$ cat config.mk
export PLATFORM = sky130hd
export DESIGN_NAME = bus_wait_gen
export DESIGN_NICKNAME = d
export VERILOG_FILES = /design/src/rtl/bwg_pkg.sv /design/src/rtl/bwg_cfg_regs.sv /design/src/rtl/bwg_code_sel.sv /design/src/rtl/bwg_seq.sv /design/src/rtl/bus_wait_gen.sv
export SDC_FILE = /design/constraint.sdc
export NUM_CORES = 1
export LEC_CHECK = 0
export BUFFER_PORTS_ARGS = -buffer_cell sky130_fd_sc_hd__buf_2
export CELL_PAD_IN_SITES_DETAIL_PLACEMENT = 2
export CELL_PAD_IN_SITES_GLOBAL_PLACEMENT = 2
export CORE_MARGIN = 3
export CORE_UTILIZATION = 30
export DETAILED_ROUTE_END_ITERATION = 16
export PLACE_DENSITY = 0.75
export SYNTH_ARGS = -nofsm -noshare
export SYNTH_HDL_FRONTEND = slang
export SYNTH_SLANG_ARGS = --single-unit
$ cat constraint.sdc
create_clock -name clk -period 2.9 [get_ports clk]
set_clock_uncertainty 0.1 [all_clocks]
set_input_delay 0.145 -clock clk [delete_from_list [all_inputs] [get_ports clk]]
set_output_delay 0.145 -clock clk [all_outputs]
set_load 0.02 [all_outputs]
$ cat src/rtl/bwg_pkg.sv
package bwg_pkg;

    localparam int CODE_W = 4;
    localparam int CNT_W  = 6;
    localparam int RSV_W  = 2;

    typedef logic [CODE_W-1:0] code_t;
    typedef logic [CNT_W-1:0]  cnt_t;

    typedef enum logic [2:0] {
        ST_IDLE,
        ST_SETUP,
        ST_WAITS,
        ST_DATA,
        ST_BEAT
    } seq_state_e;

    typedef struct packed {
        code_t code;
        logic  burst;
    } xfer_cfg_t;

    // Inserted wait states of a single access: slope 1, then 2, then 4.
    function automatic cnt_t single_waits(input code_t c);
        cnt_t v;
        v = cnt_t'(c);
        if (c <= 4'd4)
            return v;
        else if (c <= 4'd9)
            return cnt_t'((v << 1) - cnt_t'(4));
        else
            return cnt_t'((v << 2) - cnt_t'(22));
    endfunction

    // States per burst beat: one more than the single wait count, floor of two.
    function automatic cnt_t beat_states(input code_t c);
        if (c == '0)
            return cnt_t'(2);
        else
            return cnt_t'(single_waits(c) + cnt_t'(1));
    endfunction

    function automatic logic wait_honoured(input xfer_cfg_t x);
        return x.burst || (x.code != '0);
    endfunction

endpackage

$ cat src/rtl/bwg_cfg_regs.sv
module bwg_cfg_regs
    import bwg_pkg::*;
#(
    parameter int NUM_AREAS = 2,
    localparam int CARD_LSB = NUM_AREAS * CODE_W,
    localparam int RSV_LSB  = CARD_LSB + NUM_AREAS,
    localparam int REG_W    = RSV_LSB + RSV_W
) (
    input  logic                             clk,
    input  logic                             rst,
    input  logic                             we,
    input  logic [REG_W-1:0]                 wdata,
    output logic [REG_W-1:0]                 rdata,
    output logic [NUM_AREAS-1:0][CODE_W-1:0] codes,
    output logic                             err
);

    localparam code_t CODE_RST = code_t'(7);

    logic [NUM_AREAS-1:0] card_q;

    for (genvar a = 0; a < NUM_AREAS; a++) begin : g_area
        always_ff @(posedge clk) begin
            if (rst) begin
                codes[a]  <= CODE_RST;
                card_q[a] <= 1'b0;
            end else if (we) begin
                codes[a]  <= wdata[a*CODE_W +: CODE_W];
                card_q[a] <= wdata[CARD_LSB + a];
            end
        end

        assign rdata[a*CODE_W +: CODE_W] = codes[a];
        assign rdata[CARD_LSB + a]       = card_q[a];

        // An illegal top bit written without the card mark raises the flag.
        assert_err_flag_R8 : assert property (@(posedge clk) disable iff (rst)
            (we && wdata[a*CODE_W + CODE_W - 1] && !wdata[CARD_LSB + a]) |=> err);
    end

    assign rdata[REG_W-1:RSV_LSB] = '0;

    always_comb begin
        err = 1'b0;
        for (int a = 0; a < NUM_AREAS; a++) begin
            if (codes[a][CODE_W-1] && !card_q[a])
                err = 1'b1;
        end
    end

    // Reserved write bits leave no trace; the code fields take the written value.
    assert_rsv_ignored_R7 : assert property (@(posedge clk) disable iff (rst)
        (we && (wdata[REG_W-1:RSV_LSB] != '0))
        |=> (rdata[RSV_LSB-1:0] == $past(wdata[RSV_LSB-1:0])));

endmodule

$ cat src/rtl/bwg_code_sel.sv
module bwg_code_sel
    import bwg_pkg::*;
#(
    parameter int NUM_AREAS = 2,
    localparam int SEL_W    = (NUM_AREAS > 1) ? $clog2(NUM_AREAS) : 1
) (
    input  logic                             clk,
    input  logic                             rst,
    input  logic                             start,
    input  logic                             busy,
    input  logic [SEL_W-1:0]                 area_sel,
    input  logic                             burst_in,
    input  logic [NUM_AREAS-1:0][CODE_W-1:0] codes,
    output cnt_t                             limit,
    output logic                             honour
);

    xfer_cfg_t cfg_q;

    always_ff @(posedge clk) begin
        if (rst) begin
            cfg_q <= '0;
        end else if (start) begin
            cfg_q.code  <= codes[area_sel];
            cfg_q.burst <= burst_in;
        end
    end

    always_comb begin
        if (cfg_q.burst)
            limit = beat_states(cfg_q.code);
        else
            limit = single_waits(cfg_q.code);
        honour = wait_honoured(cfg_q);
    end

    // The captured setting holds for the whole of a running cycle.
    assert_code_stable_R9 : assert property (@(posedge clk) disable iff (rst)
        (busy && $past(busy)) |-> $stable(cfg_q));

endmodule

$ cat src/rtl/bwg_seq.sv
module bwg_seq
    import bwg_pkg::*;
#(
    parameter int MAX_BEATS = 8,
    localparam int BEAT_W   = (MAX_BEATS > 1) ? $clog2(MAX_BEATS) : 1
) (
    input  logic              clk,
    input  logic              rst,
    input  logic              req,
    input  logic              burst_in,
    input  logic [BEAT_W-1:0] beats_m1_in,
    input  logic              wait_n,
    input  cnt_t              limit,
    input  logic              honour,
    output logic              start,
    output logic              busy,
    output logic              ready,
    output logic              done
);

    seq_state_e        state;
    cnt_t              cnt;
    logic [BEAT_W-1:0] beat;
    logic [BEAT_W-1:0] beats_q;
    cnt_t              last;
    logic              at_last;
    logic              stall;
    logic              beat_go;

    always_comb begin
        last    = cnt_t'(limit - cnt_t'(1));
        at_last = (cnt == last);
        stall   = honour && !wait_n;
        beat_go = (state == ST_BEAT) && at_last && !stall;
        start   = req && (state == ST_IDLE);
        busy    = (state != ST_IDLE);
        ready   = (state == ST_DATA) || beat_go;
        done    = (state == ST_DATA) || (beat_go && (beat == beats_q));
    end

    always_ff @(posedge clk) begin
        if (rst) begin
            state   <= ST_IDLE;
            cnt     <= '0;
            beat    <= '0;
            beats_q <= '0;
        end else begin
            case (state)
                ST_IDLE: begin
                    if (req) begin
                        cnt     <= '0;
                        beat    <= '0;
                        beats_q <= beats_m1_in;
                        state   <= burst_in ? ST_BEAT : ST_SETUP;
                    end
                end
                ST_SETUP: begin
                    cnt   <= '0;
                    state <= (limit == '0) ? ST_DATA : ST_WAITS;
                end
                ST_WAITS: begin
                    if (at_last) begin
                        if (!stall)
                            state <= ST_DATA;
                    end else begin
                        cnt <= cnt + cnt_t'(1);
                    end
                end
                ST_DATA: begin
                    state <= ST_IDLE;
                end
                ST_BEAT: begin
                    if (at_last) begin
                        if (!stall) begin
                            cnt <= '0;
                            if (beat == beats_q)
                                state <= ST_IDLE;
                            else
                                beat <= beat + 1'b1;
                        end
                    end else begin
                        cnt <= cnt + cnt_t'(1);
                    end
                end
                default: state <= ST_IDLE;
            endcase
        end
    end

    // The data state is reached only through setup or wait states.
    assert_data_after_wait_R1 : assert property (@(posedge clk) disable iff (rst)
        (state == ST_DATA) |-> ($past(state) == ST_SETUP || $past(state) == ST_WAITS));

    // A low wait at the end of the last wait state keeps the cycle waiting.
    assert_wait_stretch_R3 : assert property (@(posedge clk) disable iff (rst)
        (state == ST_WAITS && at_last && honour && !wait_n) |=> (state == ST_WAITS));

    // A burst beat never completes while wait is low.
    assert_burst_hold_R5 : assert property (@(posedge clk) disable iff (rst)
        (state == ST_BEAT && !wait_n) |-> !ready);

    // Completion is always marked by a ready pulse.
    assert_done_ready_R4 : assert property (@(posedge clk) disable iff (rst)
        done |-> ready);

    // A running cycle cannot be dropped or restarted before it is done.
    assert_busy_hold_R10 : assert property (@(posedge clk) disable iff (rst)
        (busy && !done) |=> busy);

endmodule

$ cat src/rtl/bus_wait_gen.sv
module bus_wait_gen
    import bwg_pkg::*;
#(
    parameter int NUM_AREAS = 2,
    parameter int MAX_BEATS = 8,
    localparam int SEL_W    = (NUM_AREAS > 1) ? $clog2(NUM_AREAS) : 1,
    localparam int BEAT_W   = (MAX_BEATS > 1) ? $clog2(MAX_BEATS) : 1,
    localparam int REG_W    = NUM_AREAS * (CODE_W + 1) + RSV_W
) (
    input  logic              clk,
    input  logic              rst,
    input  logic              cfg_we,
    input  logic [REG_W-1:0]  cfg_wdata,
    output logic [REG_W-1:0]  cfg_rdata,
    output logic              cfg_err,
    input  logic              req,
    input  logic [SEL_W-1:0]  area_sel,
    input  logic              burst,
    input  logic [BEAT_W-1:0] beats_m1,
    input  logic              wait_n,
    output logic              busy,
    output logic              ready,
    output logic              done
);

    logic [NUM_AREAS-1:0][CODE_W-1:0] codes;
    cnt_t                             limit;
    logic                             honour;
    logic                             start;

    bwg_cfg_regs #(
        .NUM_AREAS(NUM_AREAS)
    ) u_regs (
        .clk   (clk),
        .rst   (rst),
        .we    (cfg_we),
        .wdata (cfg_wdata),
        .rdata (cfg_rdata),
        .codes (codes),
        .err   (cfg_err)
    );

    bwg_code_sel #(
        .NUM_AREAS(NUM_AREAS)
    ) u_sel (
        .clk      (clk),
        .rst      (rst),
        .start    (start),
        .busy     (busy),
        .area_sel (area_sel),
        .burst_in (burst),
        .codes    (codes),
        .limit    (limit),
        .honour   (honour)
    );

    bwg_seq #(
        .MAX_BEATS(MAX_BEATS)
    ) u_seq (
        .clk         (clk),
        .rst         (rst),
        .req         (req),
        .burst_in    (burst),
        .beats_m1_in (beats_m1),
        .wait_n      (wait_n),
        .limit       (limit),
        .honour      (honour),
        .start       (start),
        .busy        (busy),
        .ready       (ready),
        .done        (done)
    );

endmodule

# Word level (Yosys, flattened, before mapping)
# Index checks and enable logic that the tools add are counted.
[op_classes]
order_cmp = 3
n_eq_ne = 15
n_mux = 29
n_addsub = 6
reduce_logical = 25
[ops]
columns = ["cell", "n"]
rows = [
  ["6-bit two-way mux", 10],
  ["3-bit two-way mux", 11],
  ["6-bit case mux with 4 select lines", 1],
  ["6-bit by 1-bit adder with 6-bit output (second input constant)", 2],
  ["2-bit inequality test (second input constant)", 6],
  ["3-bit case mux with 4 select lines", 1],
  ["4-bit two-way mux", 2],
  ["4-bit nonzero test", 2],
  ["1-bit logical AND", 7],
  ["3-bit by 2-bit == test with 1-bit output (second input constant)", 2],
  ["6-bit == test", 1],
  ["6-bit zero test", 1],
  ["3-bit case mux with 2 select lines", 1],
  ["6-bit AND reduction", 1],
  ["5-bit by 3-bit subtractor with 6-bit output (second input constant)", 1],
  ["6-bit by 1-bit subtractor with 6-bit output (second input constant)", 1],
  ["6-bit by 5-bit subtractor with 6-bit output (second input constant)", 1],
  ["5-bit AND reduction", 1],
  ["4-bit by 3-bit <= comparator with 1-bit output (second input constant)", 1],
  ["4-bit <= comparator (second input constant)", 1],
  ["1-bit zero test", 4],
  ["4-bit zero test", 1],
  ["2-bit by 1-bit inequality test with 1-bit output (second input constant)", 2],
  ["4-bit AND reduction", 1],
  ["12 further kinds", 16],
]
[word_totals]
register_bits = 30
input_bits = 22
out_inout_bits = 16
wordCells = 88

# Depth between registers and ports, before layout
[depth]
word_depth = 14
mapped_depth = 17

# Modules after synthesis
# From an unflattened synthesis, not the netlist that was laid out.
[hier_totals]
cells_unflattened = 259
area_unflattened_um2 = 2099.5
[modules_own_cells]
columns = ["module", "seq_area_each_um2", "area_each_um2", "cells_per_inst", "n_inst"]
rows = [
  ["bwg_seq", 300.3, 1112.3, 143, 1],
  ["bwg_code_sel", 100.1, 528.0, 70, 1],
  ["bwg_cfg_regs", 200.2, 459.2, 46, 1],
]

# Least setup slack after synthesis
# No wires, ideal clock.
[synth_timing]
path_kind = "register -> output"
start = "register u_sel.cfg_q[3] in the netlist's numbering"
end = "output done"
t_arrival_ps = 3063
path_stages_with_launch = 15
path_slack_ps = -408
cell_sequence = "dfxtp_1 > buf_4 > o21ai_0 > nand2_1 > ha_1 > inv_1 > nand3_1 > o21ai_0 > ha_1 > xor2_1 > and4bb_2 > a22oi_2 > a211oi_4 > nand2_1 > o31ai_1"
[synth_between]
elab_chain_len = 14
word_cells_on_any_way = 22
classes_between = "add/sub: 4; order compare: 2; eq/ne: 1; mux: 6; reduce/logical: 9"
[synth_lines]
columns = ["element", "line", "source"]
rows = [
  ["start: declaration", "bwg_code_sel.sv:18", "xfer_cfg_t cfg_q;"],
  ["6-bit by 5-bit subtractor with 6-bit output (tied with other cells)", "bwg_pkg.sv:32", "return cnt_t'((v << 2) - cnt_t'(22));"],
  ["6-bit two-way mux", "bwg_pkg.sv:29", "else if (c <= 4'd9)"],
  ["6-bit two-way mux", "bwg_pkg.sv:27", "if (c <= 4'd4)"],
  ["6-bit two-way mux", "bwg_pkg.sv:37", "if (c == '0)"],
  ["6-bit two-way mux", "bwg_code_sel.sv:30", "if (cfg_q.burst)"],
  ["6-bit by 1-bit adder with 6-bit output", "bwg_pkg.sv:40", "return cnt_t'(single_waits(c) + cnt_t'(1));"],
  ["6-bit two-way mux", "bwg_pkg.sv:37", ""],
  ["6-bit two-way mux", "bwg_code_sel.sv:30", ""],
  ["6-bit by 1-bit subtractor with 6-bit output", "bwg_seq.sv:31", "last = cnt_t'(limit - cnt_t'(1));"],
  ["6-bit == test", "bwg_seq.sv:32", "at_last = (cnt == last);"],
  ["1-bit logical AND", "bwg_seq.sv:34", "beat_go = (state == ST_BEAT) && at_last && !stall;"],
  ["1-bit logical AND (*)", "bwg_seq.sv:34", ""],
  ["1-bit logical AND (*)", "bwg_seq.sv:38", "done = (state == ST_DATA) || (beat_go && (beat == beats_q));"],
  ["1-bit logical OR (*)", "bwg_seq.sv:38", ""],
  ["end: declaration", "bus_wait_gen.sv:23", "output logic done"],
]
# Mark *: on every way between the ends. The rest lies on a longest branch, timed or not. The select of a mux whose other input is x is not followed.

# Worst setup path after layout
[layout_timing]
start = "register u_sel.cfg_q[4] in the netlist's numbering"
end = "output done"
# Same word-level chain as after synthesis.

==> metrics.yaml <==
floorplan:
  rows: 29
  die_area_um2: 7895
  pin_count: 38
  core_um2: 6495
  dieHeight_um: 88.86
  start_util_pct: 31.71
  die_x_um: 88.86
global_routing:
  grt_pass1_vias: 2386
  grt_pass1_wl_um: 12300
  grtUsageTotal_pct: 20.20
  antenna_found_initial: 0
  grt_max_degree: 26
  gr-total-overflow: 0
detailed_routing:
  routed_wl_um: 8021
  drc: 0
  vias_per_cell: 5.290
  drt_iter0_drc: 42
  antenna_left: 0
  wire_per_inst_um: 20.20
  drt-pass1-iter-count: 4
  vias: 2100
worst_setup_path:
  crit_fanout: 5
  endpoint_kind: "output port"
  setup.worst_path.start_class: "flip-flop"
  path_class: "flip-flop to output port"
  rrSetupSlack_ps: -490
  required_ps: 2650
  cp.arrival_ps: 3200
  r2r_end: "u_seq.cnt[0]$_SDFFE_PP0P_"
  reg2reg_depth: 17
  rr_startpoint: "u_sel.cfg_q[4]$_SDFFE_PP0P_"
placement:
  numPortBuffers: 33
  globalplace.congestion: 0.7595
  detailed_place_hpwl_um: 4829
cells_and_area:
  fin_util_pct: 46.70
  antennaDiodeCount: 0
  nNetsFinal: 347
  area_growth_pct: 47.27
  drive_above_1_share_pct: 40.63
timing:
  fin_tns_setup_ps: -4724
  slew_headroom_pct: 62.33
  hold_violations: 0
  tightest_slew_ps: 564.3
  rsz0062_at_grt: "true"
  fmaxAchievable_mhz: 290.2
  fin_crit_ps: 3446
  min_period_over_period_pct: 118.8
  final.setup.worst_slack_ps: -546.1
  setup_violations: 13
  slew_viol_final: 0
synthesis:
  synthArstFlopShare_pct: 0
  ys.flop_type: "dfxtp_1"
  synth_adder_area_share_pct: 3.645
  synth_compound_area_share_pct: 23.15
  syn_inst: 242
  ys_types: 56
  ys_warn_count: 0
  synth.avg_cell_area_um2: 8.510
  netlist.area_leader.share_pct: 29.16
  synth-edff-count: 0
  yosys_register_bits: 30
  synth_xor_area_share_pct: 5.103
  synth_mux_area_share_pct: 8.748
  yosys-top-cells-area: "dfxtp_1 (29%), mux2i_1 (8.7%), nor2_1 (4.0%), xnor2_1 (3.8%), ha_1 (3.6%)"
  synth-simple-area-share_pct: 22.05
  syn_area_um2: 2059
  synth_top_family_by_area: "compound AO/OA/AOI/OAI gates"
  ys_seq_area_share_pct: 29.16
  netlist.top_cell.by_area: "dfxtp_1"
worst_hold_path:
  whs_path_depth: 3
  hold_class: "input pin to flip-flop"
  min_to: "u_seq.beats_q[2]$_SDFFE_PP0P_"
  min_from: "beats_m1[2]"
pwr:
  p_per_area_nw_per_um2: 600.1
  ir_worst_vdd_uv: 277.7
  p_leak_nw: 1.294
clocking:
  cts_num_sinks: 30
  clockBufferDepth: 2
  cts_made_buffers: 5
  clock_latency_ps: 290
  clkTransAtPathRegs_ps: 80
  htreeDepth: 2
  cts-root-buf: "clkbuf_8"
  cts_tree: "done"
outcome:
  status: "finished, violations left"
  violations: "setup timing"
flow_run:
  cap_violations: 0
## cell type report
class | count | area [um^2]
repair buffers | 87 | 629.4
clock inverters | 1 | 30.03
fillers | 679 | 3462
flip-flops and latches | 30 | 609.3
inverters | 10 | 37.54
multi-input cells | 185 | 1523
well taps | 77 | 96.34
clock buffers | 7 | 107.6
## cell usage in the layout (no fill, tap or decap), drive strengths merged, types with 5 or more instances in the layout
| cell | count |
|---|---|
| dfxtp | 30 |
| nor2b | 8 |
| a211oi | 6 |
| nor2 | 23 |
| ha | 6 |
| a211o | 7 |
| a21oi | 8 |
| inv | 10 |
| nand3 | 7 |
| xnor2 | 9 |
| nand2 | 15 |
| clkbuf | 7 |
| dlygate4sd3 | 11 |
| o211ai | 5 |
| mux2i | 18 |
| o21ai | 14 |
| nand2b | 7 |
| buf | 76 |
## through the flow
stage                     hold slack, ps  instances  power [W]  cell area (um^2)  worst slack [ps]
final                              30.71        397   0.001820              3033            -546.1
after global routing               48.04        397   0.001920              3033            -667.1
after CTS                          32.51        391   0.001703              2843            -406.2
after detailed placement           261.7        367   0.001107              2495            -318.1
after global placement             252.2        367   0.001081              2495            -154.2
after floorplan                    162.9        243  0.0008919              2123            -138.4
## synthesized netlist by cell type, types with 3 or more instances
| library cell | instances |
|---|---|
| inv_1 | 10 |
| a2bb2oi_1 | 3 |
| nand2b_1 | 7 |
| nand2_1 | 15 |
| nor2b_1 | 8 |
| mux2i_1 | 18 |
| nor2_1 | 22 |
| nor3_1 | 4 |
| clkbuf_1 | 8 |
| dfxtp_1 | 30 |
| nand3_1 | 7 |
| a211oi_1 | 5 |
| nor3b_1 | 4 |
| xnor2_1 | 9 |
| buf_6 | 3 |
| a211o_1 | 6 |
| o2111ai_1 | 3 |
| o21ai_0 | 13 |
| nand3b_1 | 3 |
| xor2_1 | 3 |
| o211ai_1 | 5 |
| ha_1 | 6 |
| a21oi_1 | 8 |
| buf_4 | 4 |
## flip-flops by register name, indices dropped and copies added (netlist names)
| name | count |
|---|---|
| u_regs.codes | 8 |
| u_sel.cfg_q | 5 |
| u_seq.state | 3 |
| u_seq.beat | 3 |
| u_seq.cnt | 6 |
| u_regs.rdata | 2 |
| u_seq.beats_q | 3 |
## worst max-delay path by stage
stage / from / end / slack (ps) / depth (start not counted)
CTS: u_sel.cfg_q[4]$_SDFFE_PP0P_ / done / -410 / 15
global placement: u_sel.cfg_q[3]$_SDFFE_PP0P_ / u_seq.cnt[3]$_SDFFE_PP0P_ / -150 / 15
floorplan: u_sel.cfg_q[4]$_SDFFE_PP0P_ / u_seq.cnt[0]$_SDFFE_PP0P_ / -140 / 16
finish: u_sel.cfg_q[4]$_SDFFE_PP0P_ / done / -550 / 15
detailed placement: u_sel.cfg_q[4]$_SDFFE_PP0P_ / u_seq.cnt[3]$_SDFFE_PP0P_ / -320 / 16
global route: u_sel.cfg_q[3]$_SDFFE_PP0P_ / done / -670 / 12
## routing by layer
metal	GRT usage (%)	wire length, um
met5	0	0
met3	4.190	280
met2	36.30	4032
met4	4.670	109
met1	24.52	3599
## worst max-delay path, cell delays in order, from the launching register on
cell,delay (ps)
dfxtp_4,370
nand2b_4,160
o21ai_4,80
nand2_2,110
ha_4,280
inv_2,40
nand3_2,90
o21ai_4,80
ha_4,200
xor2_4,160
and4bb_2,320
a22oi_2,70
a211oi_4,340
nand2_2,170
o31ai_4,280
buf_6,150
## cell families after synthesis
family          count (synthesis)
other cells                     1
buf+inv                        28
simple gates                   85
compound gates                 62
flops                          30
xor+xnor                       12
fa+ha+maj                       6
mux                            18
## timing repair
action	CTS	global route
hold endpoints to repair	11	0
pin swaps	7	19
hold buffers	11	0
endpoints found under the setup margin	13	13
gates resized for setup	18	28
buffers inserted	4	8
gates cloned	1	0
## report_power, final
part / internal (W) / leakage, nW / switching [W] / total [W]
logic: 0.000390 / 0.976 / 0.000409 / 0.000799
clock network: 0.000332 / 0.0696 / 0.000190 / 0.000522
registers: 0.000444 / 0.248 / 0.0000559 / 0.000500
total: 0.00117 / 1.29 / 0.000655 / 0.00182
No activity file was read; power rests on OpenSTA's default activity.
